--- src/rtl/ctlseq_pkg.sv ---
package ctlseq_pkg;

  localparam int CYCLE_LEN = 8;
  localparam int STATE_W   = $clog2(CYCLE_LEN);
  localparam int FETCH_LEN = CYCLE_LEN / 2;

  typedef enum logic [2:0] {
    OP_HLT = 3'd0,
    OP_SKZ = 3'd1,
    OP_ADD = 3'd2,
    OP_AND = 3'd3,
    OP_XOR = 3'd4,
    OP_LDA = 3'd5,
    OP_STO = 3'd6,
    OP_JMP = 3'd7
  } op_e;

  typedef struct packed {
    logic fetch;
    logic rd;
    logic wr;
    logic load_ir;
    logic load_acc;
    logic datactl;
    logic halt;
    logic pc_inc;
    logic pc_load;
    logic pc_sel;
  } ctl_t;

  function automatic logic op_reads_mem(op_e op);
    return (op == OP_ADD) || (op == OP_AND) || (op == OP_XOR) || (op == OP_LDA);
  endfunction

endpackage

--- src/rtl/cyc_counter.sv ---
module cyc_counter
  import ctlseq_pkg::*;
(
  input  logic               clk,
  input  logic               rst,
  input  logic               ena,
  input  logic               hold,
  output logic               running,
  output logic [STATE_W-1:0] state
);

  always_ff @(posedge clk) begin
    if (rst) begin
      running <= 1'b0;
      state   <= '0;
    end else begin
      running <= 1'b1;
      if (running && ena && !hold) begin
        if (state == STATE_W'(CYCLE_LEN - 1)) state <= '0;
        else                                  state <= state + 1'b1;
      end
    end
  end

endmodule

--- src/rtl/step_decode.sv ---
module step_decode
  import ctlseq_pkg::*;
(
  input  logic               running,
  input  logic               ena,
  input  logic [STATE_W-1:0] state,
  input  op_e                op,
  input  logic               acc_zero,
  output ctl_t               ctl
);

  localparam logic [STATE_W-1:0] S_BYTE_HI = STATE_W'(1);
  localparam logic [STATE_W-1:0] S_BYTE_LO = STATE_W'(2);
  localparam logic [STATE_W-1:0] S_DECODE  = STATE_W'(FETCH_LEN - 1);
  localparam logic [STATE_W-1:0] S_EX0     = STATE_W'(FETCH_LEN);
  localparam logic [STATE_W-1:0] S_EX1     = STATE_W'(FETCH_LEN + 1);
  localparam logic [STATE_W-1:0] S_EX2     = STATE_W'(FETCH_LEN + 2);
  localparam logic [STATE_W-1:0] S_LAST    = STATE_W'(CYCLE_LEN - 1);

  logic in_fetch, byte_ph, exec_win, reads, stores;

  always_comb begin
    in_fetch = (state < STATE_W'(FETCH_LEN));
    byte_ph  = (state == S_BYTE_HI) || (state == S_BYTE_LO);
    exec_win = (state >= S_EX0) && (state <= S_EX2);
    reads    = op_reads_mem(op);
    stores   = (op == OP_STO);

    ctl = '0;
    if (running) begin
      ctl.fetch    = in_fetch;
      ctl.pc_sel   = in_fetch || (state == S_LAST);
      ctl.rd       = byte_ph || (reads && exec_win);
      ctl.load_ir  = byte_ph && ena;
      ctl.load_acc = reads && (state == S_EX2) && ena;
      ctl.datactl  = stores && exec_win;
      ctl.wr       = stores && (state == S_EX1) && ena;
      ctl.halt     = (op == OP_HLT) && (state == S_DECODE);
      ctl.pc_inc   = ena && (byte_ph ||
                     ((op == OP_SKZ) && acc_zero &&
                      ((state == S_EX1) || (state == S_EX2))));
      ctl.pc_load  = ena && (op == OP_JMP) && (state == S_EX2);
    end
  end

endmodule

--- src/rtl/prog_counter.sv ---
module prog_counter #(
  parameter int ADDR_W = 13
) (
  input  logic              clk,
  input  logic              rst,
  input  logic              inc,
  input  logic              load,
  input  logic [ADDR_W-1:0] load_val,
  output logic [ADDR_W-1:0] pc
);

  always_ff @(posedge clk) begin
    if (rst)       pc <= '0;
    else if (load) pc <= load_val;
    else if (inc)  pc <= pc + 1'b1;
  end

endmodule

--- src/rtl/instr_cycle_ctrl.sv ---
module instr_cycle_ctrl
  import ctlseq_pkg::*;
#(
  parameter int ADDR_W = 13
) (
  input  logic              clk,
  input  logic              rst,
  input  logic              ena,
  input  logic [2:0]        opcode,
  input  logic [ADDR_W-1:0] operand,
  input  logic              acc_zero,
  output logic              fetch,
  output logic              rd,
  output logic              wr,
  output logic              load_ir,
  output logic              load_acc,
  output logic              datactl_ena,
  output logic              halt,
  output logic [2:0]        cyc_state,
  output logic [ADDR_W-1:0] pc,
  output logic [ADDR_W-1:0] addr
);

  logic               running;
  logic [STATE_W-1:0] state;
  ctl_t               ctl;

  cyc_counter u_cnt (
    .clk     (clk),
    .rst     (rst),
    .ena     (ena),
    .hold    (ctl.halt),
    .running (running),
    .state   (state)
  );

  step_decode u_dec (
    .running  (running),
    .ena      (ena),
    .state    (state),
    .op       (op_e'(opcode)),
    .acc_zero (acc_zero),
    .ctl      (ctl)
  );

  prog_counter #(.ADDR_W(ADDR_W)) u_pc (
    .clk      (clk),
    .rst      (rst),
    .inc      (ctl.pc_inc),
    .load     (ctl.pc_load),
    .load_val (operand),
    .pc       (pc)
  );

  assign addr        = ctl.pc_sel ? pc : operand;
  assign fetch       = ctl.fetch;
  assign rd          = ctl.rd;
  assign wr          = ctl.wr;
  assign load_ir     = ctl.load_ir;
  assign load_acc    = ctl.load_acc;
  assign datactl_ena = ctl.datactl;
  assign halt        = ctl.halt;
  assign cyc_state   = 3'(state);

endmodule

--- config.mk ---
export PLATFORM = sky130hd
export DESIGN_NAME = instr_cycle_ctrl
export DESIGN_NICKNAME = d
export VERILOG_FILES = /design/src/rtl/ctlseq_pkg.sv /design/src/rtl/cyc_counter.sv /design/src/rtl/step_decode.sv /design/src/rtl/prog_counter.sv /design/src/rtl/instr_cycle_ctrl.sv
export SDC_FILE = /design/constraint.sdc
export NUM_CORES = 1
export LEC_CHECK = 0
export BUFFER_PORTS_ARGS = -buffer_cell sky130_fd_sc_hd__buf_2
export CORE_MARGIN = 2
export CORE_UTILIZATION = 43
export CTS_CLUSTER_DIAMETER = 50
export DETAILED_ROUTE_END_ITERATION = 16
export GPL_TIMING_DRIVEN = 0
export PLACE_DENSITY = 0.76
export SLEW_MARGIN = 15
export SYNTH_ARGS = -nofsm -noshare
export SYNTH_HDL_FRONTEND = slang
export SYNTH_HIERARCHICAL = 1
export SYNTH_SLANG_ARGS = --single-unit
export TNS_END_PERCENT = 30
--- constraint.sdc ---
create_clock -name clk -period 2.1 [get_ports clk]
set_clock_uncertainty 0.05 [all_clocks]
set_input_delay 0.525 -clock clk [delete_from_list [all_inputs] [get_ports clk]]
set_output_delay 0.525 -clock clk [all_outputs]
set_load 0.02 [all_outputs]
==> flow_summary.toml <==
[run_status]
outcome = "finished with violations"
violations = "negative setup slack"

[setup_path]
critPathKind = "reg -> out"
rr_worst_depth = 7
arrival_ns = 1.55
start_kind = "flop"
end_kind = "output pin"
critical_path_required_ns = 1.52
path_max_fanout = 3

[clock_network]
cts_sinks = 17
cts.htree.levels = 1
hold_buffers = 0
clkLatencyLatePin_ns = 0.30
cts_buffers = 3
cts.clk_slew.worst_paths_ns = 0.11
cts_root_buffer = "clkbuf_4"
cts_tree = "built"
ctsLongestPathBuffers = 2

[global_routing]
track_usage_pct = 21.40
grt_first_pass_wirelength_mm = 5.754
antenna_found_initial = 0
overflow = 0
grt_max_degree = 13
grt_pass1_vias = 1235

[detailed_routing]
post-route-drc-count = 0
via_per_inst = 5.512
first_pass_iters = 4
vias = 1334
ant_nets = 0
wire_per_inst_um = 14.69
wl_mm = 3.555
drt_iter0_markers = 46

[power_and_ir_drop]
p_total_w = 0.0007004
p_seq_share_pct = 47.0
p_switching_w = 0.0002144
clockPowerShare_pct = 26.8
p_per_area_mw_per_mm2 = 377.0
irDropWorstVdd_uv = 227.9
leakage_nw = 0.9153
p_int_w = 0.0004861
power_frac_comb_pct = 26.2
netSwitchingFraction_pct = 30.61

[job]
drv_cap = 0

[layout]
fillers = 271
finalNonFillerCells = 242
multiInputGateArea_um2 = 977.2
finalNetCount = 233
drive_gt1_share_pct = 50.24
fin_area_mm2 = 0.001858
seq_area_um2 = 355.3
diodes = 0
syn_to_final_growth_pct = 39.83

[timing]
rsz0062_at_grt = "true"
finalWorstSetupSlack_ns = -0.02538
period_needed_ns = 2.125
fin_crit_sh_pct = 101.2
fin_setup_tns_ns = -0.1023
fmax_mhz = 470.5
finalSetupViolations = 11
slew_headroom_pct = 70.59
max_slew.worst_pin.slew_ns = 0.4412
slew_viol_final = 0
hold_viol = 0

[synth]
yosys_warnings = 6
synth_xor_area_share_pct = 9.228
synthArstFlopShare_pct = 0
yosysTopAreaCell = "dfxtp_1"
ys_ff_latch = 17
synthAdderAreaFrac_pct = 2.825
syn_area_mm2 = 0.001329
synth_compound_area_share_pct = 10.36
synth_common_cells = "dfxtp_1 (17), a21oi_1 (10), mux2_4 (10), nand2_1 (10), xnor2_1 (10)"
synthSimpleGateAreaFrac_pct = 27.97
synth_cell_types = 41
synth_edf_count = 0
ys_seq_area_share_pct = 25.61
synth.top_cell.area_share_pct = 25.61
syn_avg_cell_area_um2 = 9.228
syn_nets = 167
synth_cells = 144
ys.flop_type = "dfxtp_1"
synth.most_common_cell = "dfxtp_1"
synthMuxAreaShare_pct = 19.21
yosys-top-cells-area = "dfxtp_1 (26%), mux2_4 (11%), xnor2_1 (6.6%)"
synth_top_family_by_area = "simple AND/OR/NAND/NOR gates"

[floorplanning]
dieArea_mm2 = 0.003551
io_pins = 56
die_width_um = 59.59
rows = 20
die_y_um = 59.59
core_mm2 = 0.003003
initial_core_util_pct = 44.25

[min_path]
hold_class = "in -> reg"
worstHoldPathCells = 3

[place]
dp.cells = 232
io_buffers = 55
hpwl_mm = 2.371
place_area_mm2 = 0.001650
gp_congestion = 0.7642
==> layout make-up <==
type / instances / area share (%)
Buffer: 4 / 1.145
Clock buffer: 3 / 1.212
Sequential cell: 17 / 19.12
Tap cell: 33 / 2.222
Inverter: 8 / 1.616
Timing Repair Buffer: 63 / 21.82
Multi-Input combinational cell: 113 / 52.59
Clock inverter: 1 / 0.2694
==> per-layer routing <==
metal | share of wire (%) | track usage, %
met1 | 45 | 29.03
met2 | 50 | 33.91
met3 | 4.2 | 1.965
met4 | 1.1 | 10.48
met5 | 0 | 0
==> power by group through the flow <==
stage | registers (W) | logic [W] | clock network (W)
floorplan | 0.000344 | 0.0000917 | 0
global placement | 0.000342 | 0.000147 | 0
detailed placement | 0.000341 | 0.000148 | 0
CTS | 0.000330 | 0.000186 | 0.000191
global route | 0.000330 | 0.000197 | 0.000216
finish | 0.000329 | 0.000184 | 0.000188
==> per-stage QoR <==
step                      hold WS, ns  setup WS (ns)  utilization, %
final                          0.4202       -0.02538           61.88
after global routing           0.4106       -0.07969           61.88
after CTS                      0.4114       -0.04770           62.25
after detailed placement       0.5448        -0.2380           54.96
after global placement         0.5415        -0.2127           54.96
after floorplan                0.5315        0.03933               -
==> worst max-delay path, cell delays in order, from the launching register on <==
cell,delay (ns)
dfxtp_4,0.38
nand2_4,0.06
a21boi_4,0.19
buf_4,0.16
mux2_2,0.32
buf_2,0.16
==> cells in the final DEF, fill, tap and decap left out, types with 4 or more instances in the layout <==
cell,Yosys,routed
xor2_1,4,4
dfxtp_1,17,13
buf_6,1,12
inv_1,8,8
buf_4,0,7
a21oi_1,10,10
nand2_1,10,9
dfxtp_4,0,4
xnor2_1,10,9
o21a_1,4,4
buf_2,3,46
mux2i_1,6,6
nor3_1,8,8
o22ai_1,4,4
mux2_4,10,10
nor2_1,8,8
==> flip-flops by register name, summed over array words and instances (netlist names) <==
name	flops
u_cnt/running	1
u_cnt/state	3
u_pc/pc	13
==> what timing repair did <==
action	4_1_cts	5_1_grt
setup endpoints to repair	26	27
cloned	1	0
pin swaps	2	2
buffers inserted	7	1
resized for setup	37	6
==> cell families after synthesis <==
logic type	Yosys count
flops	17
fa+ha+maj	3
compound gates	22
buf+inv	14
simple gates	54
xor+xnor	14
mux	20
==> final timing paths <==
kind	start	to	slack (ns)
max	u_cnt/state[1]	addr[0]	-0.03
min	operand[1]	u_pc/pc[1]	0.42
max reg2reg	u_cnt/state[0]	u_pc/pc[10]	0.12
min reg2reg	u_pc/pc[12]	u_pc/pc[12]	0.58
(Power assumes the default switching activity.)
